==> src/rtl/bwm_pkg.sv <==
package bwm_pkg;

    localparam int OPW   = 16;        // operand width
    localparam int PW    = 2 * OPW;   // product width
    localparam int NROWS = OPW / 2;   // radix-4 digits / partial-product rows
    localparam int MW    = OPW + 1;   // width of a selected multiple (up to 2A)

    // Constant row that cancels the ones implied by the inverted sign bits:
    // minus the sum of 2^(OPW + 2j) over all rows, modulo 2^PW.
    function automatic logic [PW-1:0] sign_fix_row();
        logic [PW-1:0] acc;
        acc = '0;
        for (int j = 0; j < NROWS; j++) begin
            acc = acc + (PW'(1) << (OPW + 2 * j));
        end
        return (~acc) + PW'(1);
    endfunction

    // Place a row at weight 4^idx: data bits, inverted sign bit above them,
    // and the previous row's negation one two columns below.
    function automatic logic [PW-1:0] place_row(
        input logic [MW-1:0] v,
        input logic          neg_lo,
        input int            idx
    );
        logic [PW-1:0] r;
        r = '0;
        for (int k = 0; k < OPW; k++) begin
            r[2 * idx + k] = v[k];
        end
        r[2 * idx + OPW] = ~v[OPW];
        r[2 * idx - 2]   = neg_lo;
        return r;
    endfunction

endpackage

==> src/rtl/bwm_booth_sel.sv <==
module bwm_booth_sel
    import bwm_pkg::*;
(
    input  logic [OPW-1:0] op_a,
    input  logic [2:0]     trip,
    output logic [MW-1:0]  mult,
    output logic           neg
);

    logic [MW-1:0] mag;

    // Digit = -2*trip[2] + trip[1] + trip[0]; a negative digit inverts the
    // multiple, the +1 is injected into the next row.
    always_comb begin
        mag = '0;
        neg = 1'b0;
        unique case (trip)
            3'b000, 3'b111: begin
                mag = '0;
                neg = 1'b0;
            end
            3'b001, 3'b010: begin
                mag = {op_a[OPW-1], op_a};
                neg = 1'b0;
            end
            3'b011: begin
                mag = {op_a, 1'b0};
                neg = 1'b0;
            end
            3'b100: begin
                mag = {op_a, 1'b0};
                neg = 1'b1;
            end
            3'b101, 3'b110: begin
                mag = {op_a[OPW-1], op_a};
                neg = 1'b1;
            end
            default: begin
                mag = '0;
                neg = 1'b0;
            end
        endcase
        mult = neg ? ~mag : mag;
    end

endmodule

==> src/rtl/bwm_comp42.sv <==
module bwm_comp42
    import bwm_pkg::*;
#(
    parameter int N = PW
) (
    input  logic [N-1:0] in0,
    input  logic [N-1:0] in1,
    input  logic [N-1:0] in2,
    input  logic [N-1:0] in3,
    output logic [N-1:0] sum,
    output logic [N-1:0] carry
);

    logic [N-1:0] chain;   // lateral carry into each column
    logic [N-1:0] s_first;

    assign chain[0] = 1'b0;
    assign carry[0] = 1'b0;

    for (genvar c = 0; c < N; c++) begin : g_col
        // first full adder: three row bits
        assign s_first[c] = in0[c] ^ in1[c] ^ in2[c];
        // second full adder: first sum, fourth row bit, lateral carry in
        assign sum[c] = s_first[c] ^ in3[c] ^ chain[c];
        if (c < N - 1) begin : g_up
            assign chain[c+1] = (in0[c] & in1[c]) | (in0[c] & in2[c]) | (in1[c] & in2[c]);
            assign carry[c+1] = (s_first[c] & in3[c]) | (s_first[c] & chain[c])
                              | (in3[c] & chain[c]);
        end
    end

endmodule

==> src/rtl/bwm_final_add.sv <==
module bwm_final_add
    import bwm_pkg::*;
#(
    parameter int INJ_POS = 14
) (
    input  logic [PW-1:0] srow,
    input  logic [PW-1:0] crow,
    input  logic          inj,
    output logic [PW-1:0] total
);

    assign total = srow + crow + (PW'(inj) << INJ_POS);

endmodule

==> src/rtl/bwm_mult16.sv <==
module bwm_mult16
    import bwm_pkg::*;
#(
    parameter bit OUT_REG = 1'b1
) (
    input  logic           clk,
    input  logic           rst_n,
    input  logic [OPW-1:0] op_a,
    input  logic [OPW-1:0] op_b,
    output logic [PW-1:0]  prod
);

    localparam logic [PW-1:0] FIX     = sign_fix_row();
    localparam int            INJ_POS = 2 * (NROWS - 1);

    logic [OPW:0]       b_ext;
    logic [MW-1:0]      mult [NROWS];
    logic [NROWS-1:0]   neg;
    logic [PW-1:0]      pp   [NROWS];
    logic [PW-1:0]      s1a, c1a, s1b, c1b, s2, c2, sum_w;

    assign b_ext = {op_b, 1'b0};

    for (genvar j = 0; j < NROWS; j++) begin : g_row
        bwm_booth_sel u_sel (
            .op_a (op_a),
            .trip (b_ext[2*j +: 3]),
            .mult (mult[j]),
            .neg  (neg[j])
        );
        if (j == 0) begin : g_first
            // inverted sign plus the constant row folded: bits 18..16 = ~s, s, s
            assign pp[j] = {FIX[PW-1:OPW+3], ~mult[j][OPW], mult[j][OPW],
                            mult[j][OPW], mult[j][OPW-1:0]};
        end else begin : g_rest
            assign pp[j] = place_row(mult[j], neg[j-1], j);
        end
    end

    bwm_comp42 #(.N(PW)) u_l1a (
        .in0 (pp[0]), .in1 (pp[1]), .in2 (pp[2]), .in3 (pp[3]),
        .sum (s1a),   .carry (c1a)
    );

    bwm_comp42 #(.N(PW)) u_l1b (
        .in0 (pp[4]), .in1 (pp[5]), .in2 (pp[6]), .in3 (pp[7]),
        .sum (s1b),   .carry (c1b)
    );

    bwm_comp42 #(.N(PW)) u_l2 (
        .in0 (s1a), .in1 (c1a), .in2 (s1b), .in3 (c1b),
        .sum (s2),  .carry (c2)
    );

    bwm_final_add #(.INJ_POS(INJ_POS)) u_cpa (
        .srow  (s2),
        .crow  (c2),
        .inj   (neg[NROWS-1]),
        .total (sum_w)
    );

    if (OUT_REG) begin : g_reg
        always_ff @(posedge clk or negedge rst_n) begin
            if (!rst_n) begin
                prod <= '0;
            end else begin
                prod <= sum_w;
            end
        end
    end else begin : g_comb
        assign prod = sum_w;
    end

endmodule

==> config.mk <==
export PLATFORM = sky130hd
export DESIGN_NAME = bwm_mult16
export DESIGN_NICKNAME = d
export VERILOG_FILES = /design/src/rtl/bwm_pkg.sv /design/src/rtl/bwm_booth_sel.sv /design/src/rtl/bwm_comp42.sv /design/src/rtl/bwm_final_add.sv /design/src/rtl/bwm_mult16.sv
export SDC_FILE = /design/constraint.sdc
export NUM_CORES = 1
export LEC_CHECK = 0
export ABC_AREA = 1
export ABC_CLOCK_PERIOD_IN_PS = 800
export BUFFER_PORTS_ARGS = -buffer_cell sky130_fd_sc_hd__buf_2
export CAP_MARGIN = 20
export CORE_UTILIZATION = 60
export CTS_BUF_LIST = sky130_fd_sc_hd__clkbuf_8
export DETAILED_ROUTE_END_ITERATION = 12
export HOLD_SLACK_MARGIN = 0.03
export PLACE_DENSITY_LB_ADDON = 0.05
export SYNTH_ARGS = -nofsm -noshare
export SYNTH_HDL_FRONTEND = slang
export SYNTH_SLANG_ARGS = --single-unit
==> constraint.sdc <==
create_clock -name clk -period 0.8 [get_ports clk]
set_clock_uncertainty 0.1 [all_clocks]
set_input_delay 0.16 -clock clk [delete_from_list [all_inputs] [get_ports clk]]
set_output_delay 0.16 -clock clk [all_outputs]
set_load 0.03 [all_outputs]
==> key figures, run 1 <==
Global route
  – Pin count of the biggest net entering global routing: 33
  – Total global-route track usage: 73.76%
  – Overflow left after global routing: 40

Timing
  – GRT repair_timing worst endpoint: prod[26]$_DFF_PN0_/D
  – Worst endpoint type: sequential cell input

Clock network
  – CTS HTree Levels: 2
  – Clock Path Buffers: 2
  – Number of buffers added by the clock tree synthesis step: 5
  – Clock tree root driver cell: sky130_fd_sc_hd__clkbuf_8
  – Total number of clock tree sinks: 32

Logic synthesis
  – Fraction of synthesis flops using an asynchronous set or reset pin: 100.0%
  – Number of enable flip-flop cells after synthesis: 0
  – Most frequent cell after synthesis: sky130_fd_sc_hd__inv_1
  – Synth Area per Inst: 7.911 um2
  – Share of the yosys chip area belonging to registers: 9.514%
  – Library cell with the largest summed area after synthesis: sky130_fd_sc_hd__fa_1
  – Main synth FF type: sky130_fd_sc_hd__dfrtp_1
  – Share of the synthesized area in the top cell type: 22.12%
  – Number of distinct standard cells referenced by the synthesized netlist: 37
  – Ys Warns: 0
  – Synth Register Bits: 32
  – Post-synthesis cell count: 1,064
  – Synth cell count leaders: sky130_fd_sc_hd__inv_1 (208), sky130_fd_sc_hd__nand2_1 (207), sky130_fd_sc_hd__xor2_1 (135), sky130_fd_sc_hd__fa_1 (93), sky130_fd_sc_hd__o22ai_1 (88)
  – Netlist area before placement: 8417 um2
  – Cell types with the largest area share after synthesis: sky130_fd_sc_hd__fa_1 (22%), sky130_fd_sc_hd__xor2_1 (14%), sky130_fd_sc_hd__ha_1 (12%)
  – Syn nets: 1,270

Floorplan
  – Floorplan row count: 42
  – Y dimension of the die: 120.4 um
  – Floorplan die width: 120.4 um
  – Initial Utilization: 62.57%
  – Number of top-level pins: 66

Status
  – Stopped at: global routing (5_1_grt)
  – First logged error message: [ERROR GRT-0232] Routing congestion too high. Check the congestion heatmap in the GUI.
  – Outcome: did not finish

Placed design
  – Gpl congestion: 0.9120
  – Worst setup timing slack at the placement stage: -4.490 ns
  – Input/output buffers: 65
  – Final HPWL from detailed placement: 20,140 um
routing by layer:
metal / GRT usage, % / overflow
met1: 75.22 / 0
met2: 93.25 / 20
met3: 52.08 / 0
met4: 75.08 / 20
met5: 19.49 / 0
kinds of logic after synthesis:
kind of cell / count (synthesis) / synth area share [%]
compound gates: 162 / 14.21
mux: 1 / 0.1189
simple gates: 305 / 15.31
buf+inv: 254 / 12.62
fa+ha+maj: 172 / 33.86
xor+xnor: 138 / 14.36
flops: 32 / 9.514
what timing repair did:
| item | 4_1_cts |
|---|---|
| gates cloned | 1 |
| endpoints found under the hold margin | 32 |
| gates resized for setup | 264 |
| hold buffers | 1 |
| buffers inserted | 40 |
| setup endpoints to repair | 63 |
| pin swaps | 121 |
stage by stage:
stage          utilization [%]  area [um2]  instances  hold WS (ns)  TNS, ns
2_1_floorplan                -        8951       1064       -0.2356   -99.14
3_3_place_gp             80.06       10770       1454       0.02465  -114.97
3_5_place_dp             80.06       10770       1454       0.03371  -117.21
4_1_cts                  91.32       12290       1504       0.08065  -108.19
==> run 2, diff against run 1 <==
--- a/config.mk
+++ b/config.mk
@@ -9,11 +9,9 @@
 export ABC_CLOCK_PERIOD_IN_PS = 800
 export BUFFER_PORTS_ARGS = -buffer_cell sky130_fd_sc_hd__buf_2
 export CAP_MARGIN = 20
-export CORE_UTILIZATION = 60
-export CTS_BUF_LIST = sky130_fd_sc_hd__clkbuf_8
+export CORE_UTILIZATION = 40
 export DETAILED_ROUTE_END_ITERATION = 12
-export HOLD_SLACK_MARGIN = 0.03
-export PLACE_DENSITY_LB_ADDON = 0.05
+export PLACE_DENSITY_LB_ADDON = 0.15
 export SYNTH_ARGS = -nofsm -noshare
 export SYNTH_HDL_FRONTEND = slang
 export SYNTH_SLANG_ARGS = --single-unit
==> key figures, run 2 <==
Logic synthesis
  – Ys Warns: 0 (unchanged)
  – Share of the synthesized area in the top cell type: 22.12% (unchanged)
  – Synth Area per Inst: 7.911 um2 (unchanged)
  – Netlist area before placement: 8417 um2 (unchanged)
  – Cell types with the largest area share after synthesis: sky130_fd_sc_hd__fa_1 (22%), sky130_fd_sc_hd__xor2_1 (14%), sky130_fd_sc_hd__ha_1 (12%)
  – Library cell with the largest summed area after synthesis: sky130_fd_sc_hd__fa_1
  – Fraction of synthesis flops using an asynchronous set or reset pin: 100.0% (unchanged)
  – Number of enable flip-flop cells after synthesis: 0 (unchanged)
  – Main synth FF type: sky130_fd_sc_hd__dfrtp_1
  – Syn nets: 1,270 (unchanged)
  – Synth Register Bits: 32 (unchanged)
  – Number of distinct standard cells referenced by the synthesized netlist: 37 (unchanged)
  – Share of the yosys chip area belonging to registers: 9.514% (unchanged)
  – Synth cell count leaders: sky130_fd_sc_hd__inv_1 (208), sky130_fd_sc_hd__nand2_1 (207), sky130_fd_sc_hd__xor2_1 (135), sky130_fd_sc_hd__fa_1 (93), sky130_fd_sc_hd__o22ai_1 (88)
  – Post-synthesis cell count: 1,064 (unchanged)
  – Most frequent cell after synthesis: sky130_fd_sc_hd__inv_1

Floorplan
  – Initial Utilization: 41.20% (-21 points)
  – Floorplan core area: 20,430 um2
  – Floorplan die width: 147.1 um (+22%)
  – Overall die area: 21,630 um2
  – Y dimension of the die: 147.1 um (+22%)
  – Number of top-level pins: 66 (unchanged)
  – Floorplan row count: 52 (+24%)

Critical path
  – Worst Setup Path Type: primary input to flip-flop
  – WP data required: 0.88 ns
  – Signal arrival time at the worst endpoint: 4.68 ns
  – CP Launch Point: op_b[9]
  – CP startpoint kind: primary input
  – Endpoint kind of the worst setup timing path: flip-flop
  – Largest fanout of any net on the critical path: 9
  – Last element of the critical path: prod[26]$_DFF_PN0_

Run
  – Max-Cap Viols: 0

Clock network
  – Clock Path Buffers: 2 (unchanged)
  – TritonCTS clock tree: built
  – CTS HTree Levels: 2 (unchanged)
  – Post-CTS clock slew at the launch and capture registers of the worst setup and hold paths: 0.06 ns
  – Hold bufs inserted after CTS: 1 (unchanged)
  – Total number of clock tree sinks: 32 (unchanged)
  – Number of buffers added by the clock tree synthesis step: 5 (unchanged)
  – Clock tree root driver cell: sky130_fd_sc_hd__clkbuf_16

Timing
  – Max-slew violation total from the final report: 0
  – Maximum frequency from static timing analysis: 217.6 MHz
  – Final hold slack: -0.3787 ns
  – Max_slew headroom: 70.52%
  – Clock period minus final worst setup slack: 4.596 ns
  – Final setup violating endpoints: 63
  – RSZ-0062 raised after global routing: true
  – Actual slew at the worst max-slew pin: 0.4376 ns
  – Number of endpoints with negative hold slack in the final report: 32
  – Fraction of the cycle the final worst path needs: 574.5%
  – Worst Slack Setup Final: -3.796 ns

Final layout
  – Number of nets in the layout: 1,548
  – Finished Core Util: 63.43%
  – Commonest non-fill, non-tap cell in the layout: sky130_fd_sc_hd__buf_4
  – Top reg by flops: prod
  – Share of cells above drive strength 1: 44.90%
  – Most used cells in the layout excluding fill and tap cells: sky130_fd_sc_hd__buf_4 (200), sky130_fd_sc_hd__inv_1 (169), sky130_fd_sc_hd__nand2_1 (144), sky130_fd_sc_hd__xor2_1 (115), sky130_fd_sc_hd__fa_1 (83)
  – Registers with the highest flip-flop counts: prod x32
  – Number of flip-flops in the largest register: 32
  – Area growth syn-to-layout: 53.96%
  – Post-Layout Cell Count: 1,613
  – Count of antenna diodes in the layout: 0

Worst hold path
  – Hold/Removal Path Class: primary input to asynchronous set/reset pin

Global route
  – Via count of the first global-routing pass: 8,225
  – Total global-route track usage: 23.81%
  – Overflow left after global routing: 0
  – Initial antenna violation count: 0
  – Pin count of the biggest net entering global routing: 27
  – First-pass GRT wire length: 40,700 um

Detailed routing
  – WL/cell: 15.54 um
  – Via count normalized by instance count: 5.022
  – DRC Markers: 0
  – Routed vias: 8,101
  – Routed WL: 25,060 um
  – First-pass iteration count of the detailed router: 5
  – Antenna Nets Post-Route: 0
  – Number of DRC markers after the initial detailed-route iteration: 397

Status
  – Outcome: complete, but fails checks
  – Violations in the final reports: hold timing, setup timing

Placed design
  – Gpl congestion: 0.8752 (-4.0%)
  – Input/output buffers: 65 (unchanged)
  – Final HPWL from detailed placement: 19,670 um (-2.4%)
  – Placed Cells: 1,553 (+6.8%)
==> run 2: cell counts after synthesis <==
No cell type changed its count.
==> run 2: worst min path at each step <==
stage,endpoint,cells past startpoint,slack [ns],from
4_1_cts,prod[0]$_DFF_PN0_,5,0.20,op_b[0]
6_report,prod[0]$_DFF_PN0_,1,-0.38,rst_n
3_3_place_gp,prod[0]$_DFF_PN0_,1,-0.07,rst_n
5_1_grt,prod[0]$_DFF_PN0_,1,-0.36,rst_n
2_1_floorplan,prod[0]$_DFF_PN0_,0,-0.24,rst_n
3_5_place_dp,prod[0]$_DFF_PN0_,1,-0.07,rst_n
==> run 2: cells by family (layout without fill, tap and decap cells) <==
| group | count (synthesis) | in the layout | synth area share (%) |
|---|---|---|---|
| DFF | 32 | 32 | 9.514 |
| AOI/OAI and AO/OA | 162 | 163 | 14.21 |
| adders and majority gates | 172 | 172 | 33.86 |
| muxes | 1 | 1 | 0.1189 |
| and+or+nand+nor | 305 | 305 | 15.31 |
| xor gates and xnor gates | 138 | 138 | 14.36 |
| buffers and inverters | 254 | 532 | 12.62 |
==> run 2: layout make-up <==
cell class	count	area, um2
repair buffers	312	2789
clock buffers	6	128.9
multi-input cells	779	8046
clock inverters	2	35.03
flip-flops and latches	32	800.8
fillers	1787	7471
well taps	270	337.8
inverters	212	820.8
==> run 2: worst max-delay path: stages <==
cell and delay, ns:
sky130_fd_sc_hd__buf_6 0.10, sky130_fd_sc_hd__buf_6 0.11, sky130_fd_sc_hd__or2_4 0.25, sky130_fd_sc_hd__nand2_4 0.15, sky130_fd_sc_hd__buf_4 0.15, sky130_fd_sc_hd__o22ai_2 0.08, sky130_fd_sc_hd__xor2_2 0.16, sky130_fd_sc_hd__fa_1 0.48
sky130_fd_sc_hd__fa_1 0.55, sky130_fd_sc_hd__inv_1 0.05, sky130_fd_sc_hd__fa_1 0.47, sky130_fd_sc_hd__inv_1 0.05, sky130_fd_sc_hd__fa_1 0.52, sky130_fd_sc_hd__inv_1 0.04, sky130_fd_sc_hd__ha_1 0.30, sky130_fd_sc_hd__ha_4 0.32
sky130_fd_sc_hd__nand2_2 0.11, sky130_fd_sc_hd__nor2_4 0.13, sky130_fd_sc_hd__inv_1 0.06, sky130_fd_sc_hd__nor3_2 0.13, sky130_fd_sc_hd__nand3b_1 0.14, sky130_fd_sc_hd__nand4_1 0.10, sky130_fd_sc_hd__nand2_1 0.06
==> run 2: what timing repair did <==
item,CTS,global route
pin swaps,101,76
gates cloned,1,0
resized for setup,232,117
hold endpoints to repair,32,32
setup buffers,27,27
endpoints found under the setup margin,63,95
==> run 2: layer usage <==
layer  vias up  global-route usage (%)  routed length (um)  share of wire, %
li1       3930                       -                   -                 -
met1      3963                   30.81               10880                43
met2       174                   41.72               12720                51
met3        34                   2.516                 949               3.8
met4         0                   6.959                 520               2.1
met5         -                       0                   0                 0
==> run 2: stage by stage <==
step / hold WS [ns] / worst slack, ns / setup TNS, ns / area (um2)
4_1_cts: 0.1989 / -3.847 / -113.77 / 12260
3_3_place_gp: -0.07454 / -4.534 / -114.94 / 10990
5_1_grt: -0.3622 / -4.004 / -113.96 / 12960
3_5_place_dp: -0.07075 / -4.475 / -116.03 / 10990
2_1_floorplan: -0.2356 / -3.798 / -99.14 / 8951
6_report: -0.3787 / -3.796 / -108.43 / 12960
Power of run 2 is left out: the tool's default activity adds up to more than one toggle a clock period on the data nets, which glitch-free logic cannot reach.
==> run 3, diff against run 2 <==
--- a/config.mk
+++ b/config.mk
@@ -6,7 +6,7 @@
 export NUM_CORES = 1
 export LEC_CHECK = 0
 export ABC_AREA = 1
-export ABC_CLOCK_PERIOD_IN_PS = 800
+export ABC_CLOCK_PERIOD_IN_PS = 4200
 export BUFFER_PORTS_ARGS = -buffer_cell sky130_fd_sc_hd__buf_2
 export CAP_MARGIN = 20
 export CORE_UTILIZATION = 40
@@ -14,4 +14,5 @@
 export PLACE_DENSITY_LB_ADDON = 0.15
 export SYNTH_ARGS = -nofsm -noshare
 export SYNTH_HDL_FRONTEND = slang
+export SYNTH_HIERARCHICAL = 1
 export SYNTH_SLANG_ARGS = --single-unit
==> constraint.sdc (replaced) <==
create_clock -name clk -period 4.2 [get_ports clk]
set_clock_uncertainty 0.1 [all_clocks]
set_input_delay 0.84 -clock clk [delete_from_list [all_inputs] [get_ports clk]]
set_output_delay 0.84 -clock clk [all_outputs]
set_load 0.03 [all_outputs]
==> key figures, run 3 <==
Final layout
  – Post-Layout Cell Count: 2,420 (+50%)
  – Registers with the highest flip-flop counts: prod x32
  – Number of nets in the layout: 2,312 (+49%)
  – Filler Cell Count: 2,905 (+63%)
  – Area growth syn-to-layout: 35.83%
  – Top reg by flops: prod
  – Most used cells in the layout excluding fill and tap cells: sky130_fd_sc_hd__nand2_1 (634), sky130_fd_sc_hd__nand3_1 (206), sky130_fd_sc_hd__buf_4 (190), sky130_fd_sc_hd__fa_1 (171), sky130_fd_sc_hd__conb_1 (122)
  – Commonest non-fill, non-tap cell in the layout: sky130_fd_sc_hd__nand2_1
  – Count of antenna diodes in the layout: 0 (unchanged)
  – Number of flip-flops in the largest register: 32 (unchanged)
  – Share of cells above drive strength 1: 32.61% (-12 points)

Timing
  – Maximum frequency from static timing analysis: 192.6 MHz
  – Setup_tns: -21.25 ns (+87.18 ns)
  – Final setup violating endpoints: 30 (-52%)
  – Number of endpoints with negative hold slack in the final report: 0 (-100%)
  – Fraction of the cycle the final worst path needs: 123.6%
  – Max-slew violation total from the final report: 0 (unchanged)
  – Worst Slack Setup Final: -0.9915 ns (+2.805 ns)
  – Clock period minus final worst setup slack: 5.192 ns
  – Max_slew headroom: 52.30% (-18 points)
  – RSZ-0062 raised after global routing: true
  – Actual slew at the worst max-slew pin: 0.7154 ns (+0.2778 ns)

Detailed routing
  – DRC Markers: 0 (unchanged)
  – First-pass iteration count of the detailed router: 7 (+2)
  – Antenna Nets Post-Route: 0 (unchanged)
  – Via count normalized by instance count: 4.909 (-2.3%)
  – WL/cell: 15.20 um (-2.2%)
  – Number of DRC markers after the initial detailed-route iteration: 732 (+84%)
  – Routed WL: 36,780 um (+47%)
  – Routed vias: 11.88k (+47%)

Worst hold path
  – Hold/Removal Path Class: primary input to asynchronous set/reset pin

Clock network
  – Number of buffers added by the clock tree synthesis step: 5 (unchanged)
  – TritonCTS clock tree: built
  – Hold bufs inserted after CTS: 0 (-1)
  – Clock tree root driver cell: sky130_fd_sc_hd__clkbuf_16
  – Total number of clock tree sinks: 32 (unchanged)
  – Clock Path Buffers: 2 (unchanged)
  – Post-CTS clock slew at the launch and capture registers of the worst setup and hold paths: 0.05 ns (about the same)
  – CTS HTree Levels: 2 (unchanged)

Global route
  – Overflow left after global routing: 0 (unchanged)
  – First-pass GRT wire length: 60,940 um (+50%)
  – Total global-route track usage: 25.07% (+1.3 points)
  – Via count of the first global-routing pass: 11.89k (+45%)
  – Initial antenna violation count: 0 (unchanged)
  – Pin count of the biggest net entering global routing: 33 (+22%)

Logic synthesis
  – Netlist area before placement: 12,100 um2 (+44%)
  – Ys Warns: 6 (+6)
  – Fraction of synthesized area in multiplexers: 0% (-0.12 points)
  – Most frequent cell after synthesis: sky130_fd_sc_hd__nand2_1
  – Synth Area in Compound Gates: 3.660% (-11 points)
  – Synth Register Bits: 32 (unchanged)
  – Post-synthesis cell count: 1,648 (+55%)
  – Main synth FF type: sky130_fd_sc_hd__dfrtp_1
  – Synth cell count leaders: sky130_fd_sc_hd__nand2_1 (715), sky130_fd_sc_hd__nand3_1 (226), sky130_fd_sc_hd__fa_1 (185), sky130_fd_sc_hd__inv_1 (125), sky130_fd_sc_hd__ha_1 (63)
  – Main combinational cell family by area after synthesis: simple AND/OR/NAND/NOR gates
  – Adder and majority gate portion of the synthesized area: 37.11% (+3.3 points)
  – Number of enable flip-flop cells after synthesis: 0 (unchanged)
  – Xor-xnor portion of the synthesized cell area: 1.447% (-13 points)
  – Post-synthesis simple-gate area fraction: 41.51% (+26 points)
  – Cell types with the largest area share after synthesis: sky130_fd_sc_hd__fa_1 (31%), sky130_fd_sc_hd__nand2_1 (22%), sky130_fd_sc_hd__nand3_1 (9.3%)
  – Fraction of synthesis flops using an asynchronous set or reset pin: 100.0% (unchanged)
  – Share of the yosys chip area belonging to registers: 6.616% (-2.9 points)
  – Number of distinct standard cells referenced by the synthesized netlist: 31 (-16%)
  – Synth Area per Inst: 7.344 um2 (-7.2%)
  – Library cell with the largest summed area after synthesis: sky130_fd_sc_hd__fa_1
  – Share of the synthesized area in the top cell type: 30.60% (+8.5 points)

Floorplan
  – Floorplan die width: 175.9 um (+20%)
  – Overall die area: 30,960 um2 (+43%)
  – Floorplan row count: 63 (+21%)
  – Number of top-level pins: 66 (unchanged)
  – Initial Utilization: 40.73% (-0.47 points)
  – Floorplan core area: 29,720 um2 (+45%)
  – Y dimension of the die: 175.9 um (+20%)

Run
  – Max-Cap Viols: 0 (unchanged)

Placed design
  – Gpl congestion: 0.9325 (+6.5%)
  – Final HPWL from detailed placement: 30,750 um (+56%)
  – Input/output buffers: 65 (unchanged)
  – Placed Cells: 2,380 (+53%)

Critical path
  – Endpoint kind of the worst setup timing path: flip-flop
  – CP startpoint kind: primary input
  – Signal arrival time at the worst endpoint: 5.26 ns (+0.58 ns)
  – WP data required: 4.27 ns (+3.39 ns)
  – Worst Setup Path Type: primary input to flip-flop
  – Largest fanout of any net on the critical path: 6 (-3)

Status
  – Outcome: complete, but fails checks
  – Violations in the final reports: setup timing
==> run 3: area by class of cell <==
| type | instances | area [um2] | share of cell area, % |
|---|---|---|---|
| Timing Repair Buffer | 301 | 2557 | 15.56 |
| Sequential cell | 32 | 800.8 | 4.871 |
| Inverter | 151 | 651.9 | 3.965 |
| Tap cell | 390 | 488.0 | 2.968 |
| Multi-Input combinational cell | 1539 | 11790 | 71.71 |
| Clock buffer | 7 | 152.6 | 0.9285 |
==> run 3: stage by stage <==
step	utilization, %	setup slack (ns)	hold slack, ns	instance area (um2)
finish	55.32	-0.9915	0.5152	16440
global route	55.32	-1.182	0.5844	16440
CTS	53.18	-0.9607	0.5371	15800
detailed placement	50.20	-1.369	0.8359	14920
global placement	50.20	-1.465	0.8233	14920
floorplan	-	-0.8168	0.4444	12920
==> run 3: critical path, cell delays in order <==
cell	delay (ns)
sky130_fd_sc_hd__buf_4	0.15
sky130_fd_sc_hd__buf_4	0.16
sky130_fd_sc_hd__o21ai_2	0.09
sky130_fd_sc_hd__nand3_2	0.10
sky130_fd_sc_hd__nand3_1	0.10
sky130_fd_sc_hd__nand2_2	0.08
sky130_fd_sc_hd__fa_1	0.60
sky130_fd_sc_hd__fa_1	0.46
sky130_fd_sc_hd__fa_1	0.53
sky130_fd_sc_hd__fa_1	0.54
sky130_fd_sc_hd__inv_1	0.05
sky130_fd_sc_hd__fa_1	0.49
sky130_fd_sc_hd__inv_2	0.05
sky130_fd_sc_hd__ha_4	0.23
sky130_fd_sc_hd__nand2_2	0.09
sky130_fd_sc_hd__inv_2	0.05
sky130_fd_sc_hd__nand2_1	0.08
sky130_fd_sc_hd__nand2_2	0.08
sky130_fd_sc_hd__nand2_1	0.09
sky130_fd_sc_hd__nand2_2	0.08
sky130_fd_sc_hd__a21oi_2	0.15
sky130_fd_sc_hd__nand2_1	0.07
sky130_fd_sc_hd__nand2_1	0.06
sky130_fd_sc_hd__nand2_1	0.04
==> run 3: path summary, 6_finish.rpt <==
kind	startpoint	endpoint	slack, ns	cells past startpoint
hold / removal	rst_n	prod[2]$_DFF_PN0_	0.52	1
min in group clk	prod[9]$_DFF_PN0_	prod[9]	1.50	1
setup / recovery	op_b[11]	prod[28]$_DFF_PN0_	-0.99	24
max in group asynchronous	rst_n	prod[23]$_DFF_PN0_	3.02	1
==> run 3: kinds of logic (layout without fill, tap and decap cells) <==
| family | after synthesis | after routing |
|---|---|---|
| AO/OA/AOI/OAI | 55 | 55 |
| XOR/XNOR | 20 | 20 |
| adder cells (fa/ha/maj) | 248 | 248 |
| buffers and inverters | 194 | 459 |
| flip-flops | 32 | 32 |
| other | 5 | 122 |
| AND/OR/NAND/NOR | 1094 | 1094 |
==> run 3: repair_timing <==
action,in CTS,in global routing
gates cloned,1,0
endpoints found under the setup margin,31,31
pin swaps,71,68
setup buffers,15,21
gates resized for setup,124,137
==> run 3: metal layers <==
layer / vias up / part of all wire (%) / track usage [%]
li1: 5852 / - / -
met2: 257 / 50 / 44.02
met3: 45 / 3.7 / 1.873
met4: 0 / 2.3 / 5.000
met1: 5725 / 44 / 33.78
met5: - / 0 / 0
Power of run 3 is left out for the same reason.
==> run 4, diff against run 3 <==
--- a/config.mk
+++ b/config.mk
@@ -9,6 +9,7 @@
 export ABC_CLOCK_PERIOD_IN_PS = 4200
 export BUFFER_PORTS_ARGS = -buffer_cell sky130_fd_sc_hd__buf_2
 export CAP_MARGIN = 20
+export CORE_ASPECT_RATIO = 0.7
 export CORE_UTILIZATION = 40
 export DETAILED_ROUTE_END_ITERATION = 12
 export PLACE_DENSITY_LB_ADDON = 0.15
==> key figures, run 4 (same netlist as run 3, synthesis figures left out) <==
Detailed routing
  – Number of DRC markers after the initial detailed-route iteration: 748 (+2.2%)
  – Routed met1 length: 16,940 um (+4.4%)
  – DRC Markers: 0 (unchanged)
  – Antenna Nets Post-Route: 0 (unchanged)
  – First-pass iteration count of the detailed router: 7 (unchanged)
  – Routed vias: 11.88k (+0.042%)
  – Highest signal layer in the routed design: met4
  – WL/cell: 15.02 um (-1.2%)
  – Met2 WL: 16,660 um (-9.2%)
  – Total met3 wirelength after detailed routing: 2367 um (+75%)
  – Via count normalized by instance count: 4.861 (-0.98%)
  – Routed WL: 36,720 um (-0.17%)

Final layout
  – Count of antenna diodes in the layout: 0 (unchanged)
  – Number of flip-flops in the largest register: 32 (unchanged)
  – Number of nets in the layout: 2,321 (+0.39%)
  – Top reg by flops: prod
  – Registers with the highest flip-flop counts: prod x32
  – Commonest non-fill, non-tap cell in the layout: sky130_fd_sc_hd__nand2_1
  – Filler Cell Count: 2,725 (-6.2%)
  – Register cell area after layout: 800.8 um2 (unchanged)
  – Most used cells in the layout excluding fill and tap cells: sky130_fd_sc_hd__nand2_1 (604), sky130_fd_sc_hd__nand3_1 (197), sky130_fd_sc_hd__buf_4 (195), sky130_fd_sc_hd__fa_1 (164), sky130_fd_sc_hd__conb_1 (122)
  – Area used by multi-input combinational logic: 12,100 um2 (+2.6%)
  – Area growth syn-to-layout: 39.00%
  – Share of cells above drive strength 1: 35.59% (+3.0 points)

Run
  – Max-Cap Viols: 0 (unchanged)

Global route
  – First-pass GRT wire length: 58,950 um (-3.3%)
  – Initial antenna violation count: 0 (unchanged)
  – Pin count of the biggest net entering global routing: 33 (unchanged)
  – Via count of the first global-routing pass: 11.36k (-4.4%)
  – Overflow left after global routing: 0 (unchanged)
  – Total global-route track usage: 24.14% (-0.92 points)

Clock network
  – Clock Path Buffers: 2 (unchanged)
  – Hold bufs inserted after CTS: 0 (unchanged)
  – TritonCTS clock tree: built
  – CTS HTree Levels: 2 (unchanged)
  – Post-CTS clock slew at the launch and capture registers of the worst setup and hold paths: 0.06 ns (about the same)
  – Number of buffers added by the clock tree synthesis step: 5 (unchanged)
  – Clock tree root driver cell: sky130_fd_sc_hd__clkbuf_16
  – Total number of clock tree sinks: 32 (unchanged)

Worst hold path
  – Hold/Removal Path Class: primary input to asynchronous set/reset pin

Critical path
  – Endpoint kind of the worst setup timing path: flip-flop
  – WP data required: 4.32 ns (+0.05 ns)
  – CP startpoint kind: primary input
  – Cell type with the highest occurrence count on the critical path: sky130_fd_sc_hd__nand2_1
  – Signal arrival time at the worst endpoint: 5.22 ns (-0.04 ns)
  – CP max stage delay: 0.59 ns (about the same)
  – Worst Setup Path Type: primary input to flip-flop
  – Largest fanout of any net on the critical path: 7 (+1)
  – Worst path slowest cell: sky130_fd_sc_hd__fa_2

Timing
  – Clock period minus final worst setup slack: 5.099 ns (-0.09301 ns)
  – Worst Slack Setup Final: -0.8985 ns (+0.09301 ns)
  – Number of endpoints with negative hold slack in the final report: 0 (unchanged)
  – RSZ-0062 raised after global routing: true
  – Max_slew headroom: 52.83% (+0.53 points)
  – Maximum frequency from static timing analysis: 196.1 MHz (+1.8%)
  – Final setup violating endpoints: 30 (unchanged)
  – Fraction of the cycle the final worst path needs: 121.4% (-2.2 points)
  – Max-slew violation total from the final report: 0 (unchanged)
  – Actual slew at the worst max-slew pin: 0.7075 ns (-0.007939 ns)

Floorplan
  – Y dimension of the die: 147.5 um (-16%)
  – Floorplan core area: 29,340 um2 (-1.3%)
  – Floorplan die width: 209.9 um (+19%)
  – Number of top-level pins: 66 (unchanged)
  – Overall die area: 30,970 um2 (about the same)
  – Initial Utilization: 41.25% (+0.52 points)
  – Floorplan row count: 52 (-17%)

Placed design
  – Final HPWL from detailed placement: 30,530 um (-0.72%)
  – Worst setup timing slack at the placement stage: -1.340 ns (+0.02873 ns)
  – Input/output buffers: 65 (unchanged)
  – Gpl congestion: 0.9388 (+0.68%)

Status
  – Outcome: complete, but fails checks
  – Violations in the final reports: setup timing
[run 4: changes by cell type in the layout (fill, tap and decap cells not counted), moves of 7 or more]
cell                      previous run  this run
sky130_fd_sc_hd__nand2_1           634       604
sky130_fd_sc_hd__nand2_2            89       116
sky130_fd_sc_hd__buf_6              28        41
sky130_fd_sc_hd__nand3_1           206       197
sky130_fd_sc_hd__fa_1              171       164
sky130_fd_sc_hd__fa_2               14        21
sky130_fd_sc_hd__nor2_4             10        17
[run 4: cell type report]
cell class                 instances  area share [%]
multi-input combinational       1539           71.92
timing repair buffer             310           15.49
sequential                        32           4.760
inverter                         151           3.816
tap                              405           3.012
clock buffer                       5          0.7438
clock inverter                     3          0.2529
[run 4: per-stage QoR]
stage          hold WS (ns)  instances  instance area, um2  util [%]  TNS, ns
2_1_floorplan        0.4444       1765               12920         -   -16.10
3_3_place_gp         0.8305       2399               14940     50.92   -32.41
3_5_place_dp         0.8385       2399               14940     50.92   -33.60
4_1_cts              0.5415       2433               16120     54.93   -19.97
5_1_grt              0.5831       2445               16820     57.33   -25.84
6_report             0.5115       2445               16820     57.33   -20.44
[run 4: path summary, 6_finish.rpt]
path	start	endpoint	slack, ns
min in group clk	prod[9]$_DFF_PN0_	prod[9]	1.50
worst min-delay path	rst_n	prod[16]$_DFF_PN0_	0.51
max in group asynchronous	rst_n	prod[12]$_DFF_PN0_	3.03
worst max-delay path	op_b[1]	prod[23]$_DFF_PN0_	-0.90
[run 4: what timing repair did]
item / CTS / global route
buffers inserted: 30 / 15
gates resized for setup: 206 / 143
endpoints found under the hold margin: 0 / 0
cloned: 0 / 1
setup endpoints to repair: 31 / 31
pin swaps: 92 / 117
[run 4: worst max-delay path: cells and delay by family]
family / cells / cell delay, ns
and+or+nand+nor: 15 / 1.17
buffers and inverters: 6 / 0.65
adders and majority gates: 6 / 2.55
[run 4: per-layer routing]
| layer | vias up | global-route usage (%) |
|---|---|---|
| li1 | 5859 | - |
| met1 | 5664 | 34.62 |
| met2 | 316 | 38.46 |
| met3 | 45 | 3.845 |
| met4 | 0 | 4.927 |
| met5 | - | 0 |
Power of run 4 is left out for the same reason.
